## src/rtl/cmseq_pkg.sv

```systemverilog
package cmseq_pkg;

  localparam int NUM_TRIG = 3;
  localparam int PH_W     = $clog2(NUM_TRIG);

  typedef enum logic [1:0] {
    CH_ECB = 2'b00,
    CH_CBC = 2'b01,
    CH_OFB = 2'b10,
    CH_RSV = 2'b11
  } chain_e;

  typedef enum logic [2:0] {
    ACC_NONE   = 3'd0,
    ACC_RD_OUT = 3'd1,
    ACC_WR_IN  = 3'd2,
    ACC_WR_XST = 3'd3,
    ACC_WR_XOR = 3'd4
  } acc_e;

  typedef enum logic [1:0] {
    ST_IDLE = 2'd0,
    ST_WAIT = 2'd1,
    ST_XFER = 2'd2
  } state_e;

  typedef logic [PH_W-1:0] phase_t;

endpackage

```

## src/rtl/cmseq_plan.sv

```systemverilog
module cmseq_plan
  import cmseq_pkg::*;
(
  input  logic [1:0] chain_sel,
  input  logic [1:0] op_sel,
  input  phase_t     phase_i,
  output acc_e       target_o,
  output phase_t     last_phase_o,
  output logic       mode_ok_o,
  output logic       preload_o
);

  logic decrypt;
  assign decrypt = (op_sel != 2'b00);

  always_comb begin
    target_o     = ACC_NONE;
    last_phase_o = phase_t'(1);
    mode_ok_o    = 1'b1;
    preload_o    = 1'b0;
    case (chain_e'(chain_sel))
      CH_ECB: begin
        preload_o = 1'b1;
        case (phase_i)
          phase_t'(0): target_o = ACC_RD_OUT;
          phase_t'(1): target_o = ACC_WR_IN;
          default:     target_o = ACC_NONE;
        endcase
      end
      CH_CBC: begin
        if (!decrypt) begin
          case (phase_i)
            phase_t'(0): target_o = ACC_RD_OUT;
            phase_t'(1): target_o = ACC_WR_XST;
            default:     target_o = ACC_NONE;
          endcase
        end else begin
          last_phase_o = phase_t'(2);
          case (phase_i)
            phase_t'(0): target_o = ACC_WR_XOR;
            phase_t'(1): target_o = ACC_RD_OUT;
            phase_t'(2): target_o = ACC_WR_IN;
            default:     target_o = ACC_NONE;
          endcase
        end
      end
      CH_OFB: begin
        last_phase_o = phase_t'(2);
        case (phase_i)
          phase_t'(0): target_o = ACC_WR_XOR;
          phase_t'(1): target_o = ACC_RD_OUT;
          phase_t'(2): target_o = ACC_WR_XST;
          default:     target_o = ACC_NONE;
        endcase
      end
      default: begin
        mode_ok_o = 1'b0;
      end
    endcase
  end

endmodule

```

## src/rtl/cmseq_match.sv

```systemverilog
module cmseq_match
  import cmseq_pkg::*;
(
  input  acc_e target_i,
  input  logic rd_dout,
  input  logic wr_din,
  input  logic wr_xstart,
  input  logic wr_xonly,
  output logic hit_o
);

  always_comb begin
    case (target_i)
      ACC_RD_OUT: hit_o = rd_dout;
      ACC_WR_IN:  hit_o = wr_din;
      ACC_WR_XST: hit_o = wr_xstart;
      ACC_WR_XOR: hit_o = wr_xonly;
      default:    hit_o = 1'b0;
    endcase
  end

endmodule

```

## src/rtl/cmseq_xfer_cnt.sv

```systemverilog
module cmseq_xfer_cnt #(
  parameter int XFERS = 8
) (
  input  logic clk,
  input  logic rst_n,
  input  logic clr_i,
  input  logic inc_i,
  output logic last_o
);

  localparam int CW = (XFERS > 1) ? $clog2(XFERS) : 1;
  localparam logic [CW-1:0] LAST_VAL = CW'(XFERS - 1);

  logic [CW-1:0] cnt_q;
  logic [CW-1:0] cnt_d;
  logic          cnt_en;

  assign cnt_en = clr_i | inc_i;

  always_comb begin
    if (clr_i) cnt_d = '0;
    else       cnt_d = cnt_q + CW'(1);
  end

  always_ff @(posedge clk or negedge rst_n) begin
    if (!rst_n)      cnt_q <= '0;
    else if (cnt_en) cnt_q <= cnt_d;
  end

  assign last_o = (cnt_q == LAST_VAL);

  // the count never steps past the last transfer of a phase
  a_r3_cnt_no_wrap_inc: assert property (@(posedge clk) disable iff (!rst_n)
    (inc_i && !clr_i) |-> !last_o);

endmodule

```

## src/rtl/cmseq_top.sv

```systemverilog
module cmseq_top
  import cmseq_pkg::*;
#(
  parameter int XFERS_PER_PHASE = 8
) (
  input  logic       clk,
  input  logic       rst_n,
  input  logic       seq_en,
  input  logic [1:0] chain_sel,
  input  logic [1:0] op_sel,
  input  logic       core_done,
  input  logic       rd_dout,
  input  logic       wr_din,
  input  logic       wr_xstart,
  input  logic       wr_xonly,
  output logic [2:0] trig
);

  state_e st_q, st_d;
  phase_t ph_q, ph_d;
  logic   st_en;

  acc_e   target;
  phase_t last_phase;
  logic   mode_ok, preload, hit, cnt_last;
  logic   cnt_clr, cnt_inc;
  logic   fire;
  phase_t fire_idx;
  logic [NUM_TRIG-1:0] trig_q;

  cmseq_plan u_plan (
    .chain_sel    (chain_sel),
    .op_sel       (op_sel),
    .phase_i      (ph_q),
    .target_o     (target),
    .last_phase_o (last_phase),
    .mode_ok_o    (mode_ok),
    .preload_o    (preload)
  );

  cmseq_match u_match (
    .target_i  (target),
    .rd_dout   (rd_dout),
    .wr_din    (wr_din),
    .wr_xstart (wr_xstart),
    .wr_xonly  (wr_xonly),
    .hit_o     (hit)
  );

  cmseq_xfer_cnt #(.XFERS(XFERS_PER_PHASE)) u_cnt (
    .clk    (clk),
    .rst_n  (rst_n),
    .clr_i  (cnt_clr),
    .inc_i  (cnt_inc),
    .last_o (cnt_last)
  );

  // next-state
  always_comb begin
    st_d     = st_q;
    ph_d     = ph_q;
    cnt_clr  = 1'b0;
    cnt_inc  = 1'b0;
    fire     = 1'b0;
    fire_idx = phase_t'(0);
    if (!seq_en || !mode_ok) begin
      st_d    = ST_IDLE;
      cnt_clr = 1'b1;
    end else begin
      case (st_q)
        ST_IDLE: begin
          cnt_clr = 1'b1;
          if (preload) begin
            st_d     = ST_XFER;
            ph_d     = phase_t'(1);
            fire     = 1'b1;
            fire_idx = phase_t'(1);
          end else begin
            st_d = ST_WAIT;
          end
        end
        ST_WAIT: begin
          if (core_done) begin
            st_d     = ST_XFER;
            ph_d     = phase_t'(0);
            cnt_clr  = 1'b1;
            fire     = 1'b1;
            fire_idx = phase_t'(0);
          end
        end
        ST_XFER: begin
          if (hit) begin
            if (!cnt_last) begin
              cnt_inc  = 1'b1;
              fire     = 1'b1;
              fire_idx = ph_q;
            end else if (ph_q == last_phase) begin
              st_d    = ST_WAIT;
              cnt_clr = 1'b1;
            end else begin
              ph_d     = ph_q + phase_t'(1);
              cnt_clr  = 1'b1;
              fire     = 1'b1;
              fire_idx = ph_q + phase_t'(1);
            end
          end
        end
        default: begin
          st_d    = ST_IDLE;
          cnt_clr = 1'b1;
        end
      endcase
    end
  end

  assign st_en = (st_d != st_q) || (ph_d != ph_q);

  always_ff @(posedge clk or negedge rst_n) begin
    if (!rst_n) begin
      st_q <= ST_IDLE;
      ph_q <= phase_t'(0);
    end else if (st_en) begin
      st_q <= st_d;
      ph_q <= ph_d;
    end
  end

  for (genvar k = 0; k < NUM_TRIG; k++) begin : g_trig
    always_ff @(posedge clk or negedge rst_n) begin
      if (!rst_n) trig_q[k] <= 1'b0;
      else        trig_q[k] <= fire && (fire_idx == phase_t'(k));
    end
  end

  assign trig = trig_q;

  // disabled sequencer is silent on the next clock
  a_r1_quiet_when_off: assert property (@(posedge clk) disable iff (!rst_n)
    !seq_en |=> (trig == 3'b000));

  // never two triggers at once
  a_r3_one_trigger: assert property (@(posedge clk) disable iff (!rst_n)
    $onehot0(trig));

  // two-phase modes never reach trigger 2
  a_r4_no_third_trig: assert property (@(posedge clk) disable iff (!rst_n)
    (seq_en && (chain_sel == 2'b00 || (chain_sel == 2'b01 && op_sel == 2'b00)))
      |=> !trig[2]);

  // ECB enable preloads with trigger 1
  a_r5_ecb_preload: assert property (@(posedge clk) disable iff (!rst_n)
    ($rose(seq_en) && chain_sel == 2'b00) |=> (trig == 3'b010));

  // trigger 0 only follows core done or a DMA access
  a_r10_trig0_cause: assert property (@(posedge clk) disable iff (!rst_n)
    trig[0] |-> $past(core_done || rd_dout || wr_din || wr_xstart || wr_xonly));

  // reserved mode stays silent
  a_r2_reserved_silent: assert property (@(posedge clk) disable iff (!rst_n)
    (chain_sel == 2'b11) |=> (trig == 3'b000));

endmodule

```

## config.mk

```make
export PLATFORM = sky130hd
export DESIGN_NAME = cmseq_top
export DESIGN_NICKNAME = d
export VERILOG_FILES = /design/src/rtl/cmseq_pkg.sv /design/src/rtl/cmseq_plan.sv /design/src/rtl/cmseq_match.sv /design/src/rtl/cmseq_xfer_cnt.sv /design/src/rtl/cmseq_top.sv
export SDC_FILE = /design/constraint.sdc
export NUM_CORES = 1
export LEC_CHECK = 0
export BUFFER_PORTS_ARGS = -buffer_cell sky130_fd_sc_hd__buf_2
export CAP_MARGIN = 20
export CORE_MARGIN = 2
export CORE_UTILIZATION = 33
export DETAILED_ROUTE_END_ITERATION = 7
export PLACE_DENSITY_LB_ADDON = 0.15
export SYNTH_ARGS = -nofsm -noshare
export SYNTH_HDL_FRONTEND = slang
export SYNTH_HIERARCHICAL = 1
export SYNTH_SLANG_ARGS = --single-unit
```

## constraint.sdc

```tcl
create_clock -name clk -period 4.2 [get_ports clk]
set_clock_uncertainty 0.15 [all_clocks]
set_input_delay 0.84 -clock clk [delete_from_list [all_inputs] [get_ports clk]]
set_output_delay 0.84 -clock clk [all_outputs]
set_load 0.05 [all_outputs]
```

==> results of run 1 <==
[synth_stat cells (2+ instances only)]
cell,n,area share
a21oi_1,6,0.030
a31oi_1,2,0.013
and3b_1,2,0.018
dfrtp_1,10,0.25
ha_1,16,0.20
inv_1,11,0.042
mux2i_1,2,0.020
nand2_1,9,0.034
nand2b_1,2,0.013
nand3_1,2,0.010
nor2_1,8,0.030
nor2b_1,5,0.031
nor3_1,3,0.015
nor3b_1,2,0.015
o211ai_1,2,0.015
o21a_1,2,0.015
o21ai_0,8,0.040
o21ai_1,2,0.010
xnor2_1,2,0.018
[routing by layer]
layer | vias up | GRT usage
li1 | 445 | -
met1 | 424 | 0.188
met2 | 23 | 0.230
met3 | 2 | 0.0308
met4 | 0 | 0.0455
met5 | - | 0
[worst reg2reg max path: cells and delay by family, from the launching register on]
family / cells / cell delay, ns
AND/OR/NAND/NOR: 6 / 1.38
adder cells (fa/ha/maj): 1 / 0.24
flip-flops: 1 / 0.55
buffers and inverters: 1 / 0.14
multiplexers: 1 / 0.23
AO/OA/AOI/OAI: 4 / 0.53
[sequential cells by signal (all words and copies together) (netlist names)]
register and cells:
st_q 2, ph_q 2, trig 3, u_cnt/cnt_q 3
[worst paths after layout]
check / end / slack, ns / depth (start not counted)
worst max register to register: u_cnt/cnt_q[2] / 0.88 / 13
worst min-delay path: st_q[1] / 0.27 / 1
max in group asynchronous: trig[2] / 3.44 / 1
worst max-delay path: u_cnt/cnt_q[2] / 0.88 / 13
min in group clk: u_cnt/cnt_q[1] / 0.40 / 2
worst min register to register: u_cnt/cnt_q[1] / 0.40 / 2
[power by group through the flow]
stage          Combinational, mW  Clock, mW  Sequential [mW]
2_1_floorplan             0.0947          0            0.113
3_3_place_gp               0.110          0            0.118
3_5_place_dp               0.112          0            0.119
4_1_cts                    0.113     0.0919            0.117
5_1_grt                    0.131     0.0986            0.118
6_report                   0.113     0.0902            0.117
[stage by stage]
step                      std cells  worst slack, ns
after global routing            163            0.559
after CTS                       163            0.854
after global placement          159            0.842
after floorplan                 117             1.23
after detailed placement        159            0.793
final                           163            0.882
[logic make-up (layout without fill, tap and decap cells)]
logic type | count (synthesis) | in the layout | share of synthesized area
xor gates and xnor gates | 3 | 3 | 0.0340
adders and majority gates | 16 | 16 | 0.201
and+or+nand+nor | 39 | 39 | 0.208
DFF | 10 | 10 | 0.252
muxes | 2 | 2 | 0.0201
AOI/OAI and AO/OA | 33 | 33 | 0.224
buffers and inverters | 14 | 29 | 0.0616
[cell type report]
type / instances / area share
Tap cell: 31 / 0.0346
Timing Repair Buffer: 14 / 0.0626
Inverter: 11 / 0.0369
Multi-Input combinational cell: 93 / 0.610
Clock buffer: 4 / 0.0324
Sequential cell: 10 / 0.223
==> impl_metrics.toml, run 1 <==
[drt]
met1Wirelength_um = 1010
drt-initial-drc-count = 33
ant_nets = 0
routed.top_layer = "met4"
wl_met3_um = 99
drt_pass1_iterations = 6
wirelength_um = 2150
avgRoutedWirePerCell_um = 13.2
via_per_inst = 5.48
wl_met2_um = 1030
vias = 894
drc = 1

[synth]
synth_area_um2 = 995
synth_cell_types = 40
syn_inst = 117
synth_enable_flop_cells = 0
ys_ff_latch = 10
synth_flop_cell = "dfrtp_1"
async_reset_ff_frac = 1.00
yosysSeqAreaShare = 0.252
ys_warn_count = 6
syn-num-nets = 145
syn_area_per_cell_um2 = 8.50

[clock_tree]
holdBufCountCts = 0
clkSlewWorstSetupHoldPaths_ns = 0.08
cts_tree = "done"
cts-resized-gates = 0
clk_latency_ns = 0.27
htree_levels = 1
cts.sinks = 10
clock-root-buffer = "clkbuf_4"
clock_path_buffers = 2
cts_setup_buffers = 0
cts-buffers-inserted = 3

[pwr]
p_leak_nw = 0.502
cellPowerDensity_nw_per_um2 = 286
p_total_mw = 0.320
seq_power_share = 0.365
p_switching_mw = 0.120
comb_power_share = 0.354
sw_frac_of_total = 0.374
internal_power_mw = 0.200
vdd_drop_max_mv = 0.161
clock_power_share = 0.282

[setup_path]
path_common_cell = "nor2_1"
crit_path_max_fanout = 11
timing.rr.start = "ph_q[0]"
critPathSlowestCell = "dfrtp_1"
worstPathCellList = "inv_1 > ha_1 > or4_1 > o211ai_1 > a21oi_1 > nor2b_1 > o21ai_1 > o21a_1 > and2_1 > nand3_1 > nor2_1 > mux2i_1 > nor2_1"
path_class = "register to register"
crit_required_ns = 4.21
critPathCaptureType = "register"
worstSetupStartpointType = "register"
startpoint = "ph_q[0]"
critPathBufInv = 1
cp.arrival_ns = 3.33
cpLargestDelayFamily = "simple AND/OR/NAND/NOR gates"
cpPeakStageDelay_ns = 0.55

[final_layout]
layout.area.seq_um2 = 250
layout_common_cells = "16 x ha_1, 14 x buf_2, 11 x inv_1"
drive_gt1_frac = 0.174
final_common_cell = "ha_1"
nets = 161
fin_util = 0.399
multi_input_area_um2 = 683
design_area_um2 = 1120
nFillCells = 298
n_antenna_cell = 0
syn2layout_area_growth_pct = 12.6

[outcome]
violations = "design-rule violations"
outcome = "complete, but fails checks"

[grt]
grt_pass1_wl_um = 3880
grt.total_usage = 0.142
grt_overflow_total = 0
grt_max_degree = 12
antenna_found_initial = 0
grt_pass1_vias = 908

[sta]
clock.fmax_mhz = 301
whs_ns = 0.267
period_minus_slack_ns = 3.32
max_slew.worst_pin.slew_ns = 0.584
hold_viol_final = 0
finalCritPeriodShare = 0.790
slew_violations = 0
slew_headroom = 0.606
finalSetupViolCount = 0
finalSetupTns_ns = 0
rsz0062_at_grt = "no"

[run]
cap_violations = 0

[floorplanning]
boundaryPins = 15
die_h_um = 58.9
coreArea_um2 = 2810
row_count = 19
die_area_um2 = 3470
die_w_um = 58.9
start_util = 0.355

[place]
dp.final_hpwl_um = 1700
dpl_cell_area_um2 = 1080
port-buffer-count = 14
place_congestion = 0.840

[hold_path]
hold_path_class = "input pin to asynchronous set/reset pin"
(Power assumes the default switching activity.)
==> inputs of run 2 (changes only) <==
==> constraint.sdc (replaced) <==
create_clock -name clk -period 3 [get_ports clk]
set_clock_uncertainty 0.15 [all_clocks]
set_input_delay 0.6 -clock clk [delete_from_list [all_inputs] [get_ports clk]]
set_output_delay 0.6 -clock clk [all_outputs]
set_load 0.05 [all_outputs]
==> run 2 against run 1 <==
The flow still finishes with violations (design-rule violations). Sequential share of layout area fell by 1.9 points. Register-to-register slack got worse by 0.72 ns. Combinational power rose by 88%. Setup slack got worse by 0.72 ns. Critical path depth did not move. Clock power rose by 43%. Sequential power rose by 31%. Final area rose by 9.4%. Global-route usage rose by 1.3 points.
==> impl_metrics.toml, run 2 (synthesized netlist as in run 1, its figures left out) <==
[setup_path]
timing.rr.start = "ph_q[0]"
crit_required_ns = 3.05
crit_path_max_fanout = 4
path_class = "register to register"
startpoint = "ph_q[0]"
r2r_setup_slack_ns = 0.16
rr_worst_depth = 13
critPathCaptureType = "register"
worstSetupStartpointType = "register"
r2r-end = "u_cnt/cnt_q[2]"
cp.arrival_ns = 2.89

[clock_tree]
cts_tree = "done"
clock_path_buffers = 2
clock-root-buffer = "clkbuf_4"
clk_latency_ns = 0.27
holdBufCountCts = 0
cts.sinks = 10
htree_levels = 1
cts-buffers-inserted = 3
clkSlewWorstSetupHoldPaths_ns = 0.08

[sta]
slew_headroom = 0.636
slew_violations = 0
finalSetupViolCount = 0
clock.fmax_mhz = 353
max_slew.worst_pin.slew_ns = 0.541
rsz0062_at_grt = "no"
finalCritPeriodShare = 0.945
period_minus_slack_ns = 2.84
hold_viol_final = 0

[final_layout]
final_common_cell = "ha_1"
fin_util = 0.437
layout_common_cells = "15 x ha_1, 14 x buf_2, 10 x inv_1, 10 x dfrtp_1"
drive_gt1_frac = 0.292
syn2layout_area_growth_pct = 23.1
nets = 166
n_antenna_cell = 0

[grt]
grt_max_degree = 11
grt_overflow_total = 0
grt_pass1_wl_um = 4240
grt_pass1_vias = 981
antenna_found_initial = 0
grt.total_usage = 0.155

[drt]
drt-initial-drc-count = 31
avgRoutedWirePerCell_um = 14.6
drc = 1
drt_pass1_iterations = 6
via_per_inst = 5.42
wirelength_um = 2450
ant_nets = 0
vias = 910

[outcome]
outcome = "complete, but fails checks"
violations = "design-rule violations"

[floorplanning]
die_w_um = 58.9
die_area_um2 = 3470
coreArea_um2 = 2810
boundaryPins = 15
die_h_um = 58.9
row_count = 19
start_util = 0.355

[place]
dp.final_hpwl_um = 1850
place_congestion = 0.836
port-buffer-count = 14

[pwr]
p_leak_nw = 0.536
cellPowerDensity_nw_per_um2 = 403
vdd_drop_max_mv = 0.156
p_total_mw = 0.493

[hold_path]
hold_path_class = "input pin to asynchronous set/reset pin"

[run]
cap_violations = 0
## run 2: layout make-up
cell class	instances	area (um2)
timing repair buffer	19	108
inverter	11	41.3
sequential	10	250
fill	293	1580
clock buffer	4	36.3
multi-input combinational	93	751
tap	31	38.8
## run 2: worst max path at each step
stage / endpoint / slack, ns / depth (start not counted)
floorplan: u_cnt/cnt_q[1] / 0.06 / 13
global placement: u_cnt/cnt_q[1] / -0.01 / 14
detailed placement: u_cnt/cnt_q[2] / -0.05 / 14
CTS: u_cnt/cnt_q[0] / 0.02 / 13
global route: u_cnt/cnt_q[2] / 0.02 / 13
finish: u_cnt/cnt_q[2] / 0.16 / 13
## run 2: per-layer routing
metal  routed length [um]  vias to the layer above  GRT usage  part of all wire
met4                   21                        0     0.0519            0.0086
li1                     -                      454          -                 -
met2                 1160                       22      0.256              0.48
met3                  100                        4     0.0154             0.041
met5                    0                        -          0                 0
met1                 1160                      430      0.212              0.48
## run 2: power by group
group	total (mW)	internal (mW)	switching, mW
Combinational	0.212	0.0877	0.124
Clock	0.129	0.0737	0.0550
Sequential	0.153	0.144	0.00926
## run 2: repair_timing
action / CTS / global route
setup buffers: 1 / 0
pin swaps: 0 / 7
setup endpoints to repair: 3 / 8
gates resized for setup: 1 / 14
endpoints found under the hold margin: 0 / 0
gates cloned: 0 / 0
## run 2: worst max-delay path, stage by stage, from the launching register on
cell,delay [ns]
dfrtp_1,0.40
inv_2,0.07
ha_2,0.19
or4_1,0.53
o211ai_1,0.14
a21oi_2,0.11
o21ai_1,0.13
a21oi_1,0.07
o21a_1,0.20
and2_4,0.17
buf_4,0.16
a221oi_4,0.24
nand2_2,0.12
nor2_1,0.10
## run 2: per-stage QoR
stage | area, um2 | setup WS [ns] | setup TNS [ns] | hold slack [ns] | cells
2_1_floorplan | 995 | 0.0562 | 0 | 0.154 | 117
3_3_place_gp | 1110 | -0.0105 | -0.0105 | 0.332 | 163
3_5_place_dp | 1110 | -0.0514 | -0.0874 | 0.333 | 163
4_1_cts | 1160 | 0.0189 | 0 | 0.0395 | 168
5_1_grt | 1220 | 0.0227 | 0 | 0.0538 | 168
6_report | 1220 | 0.164 | 0 | 0.0325 | 168
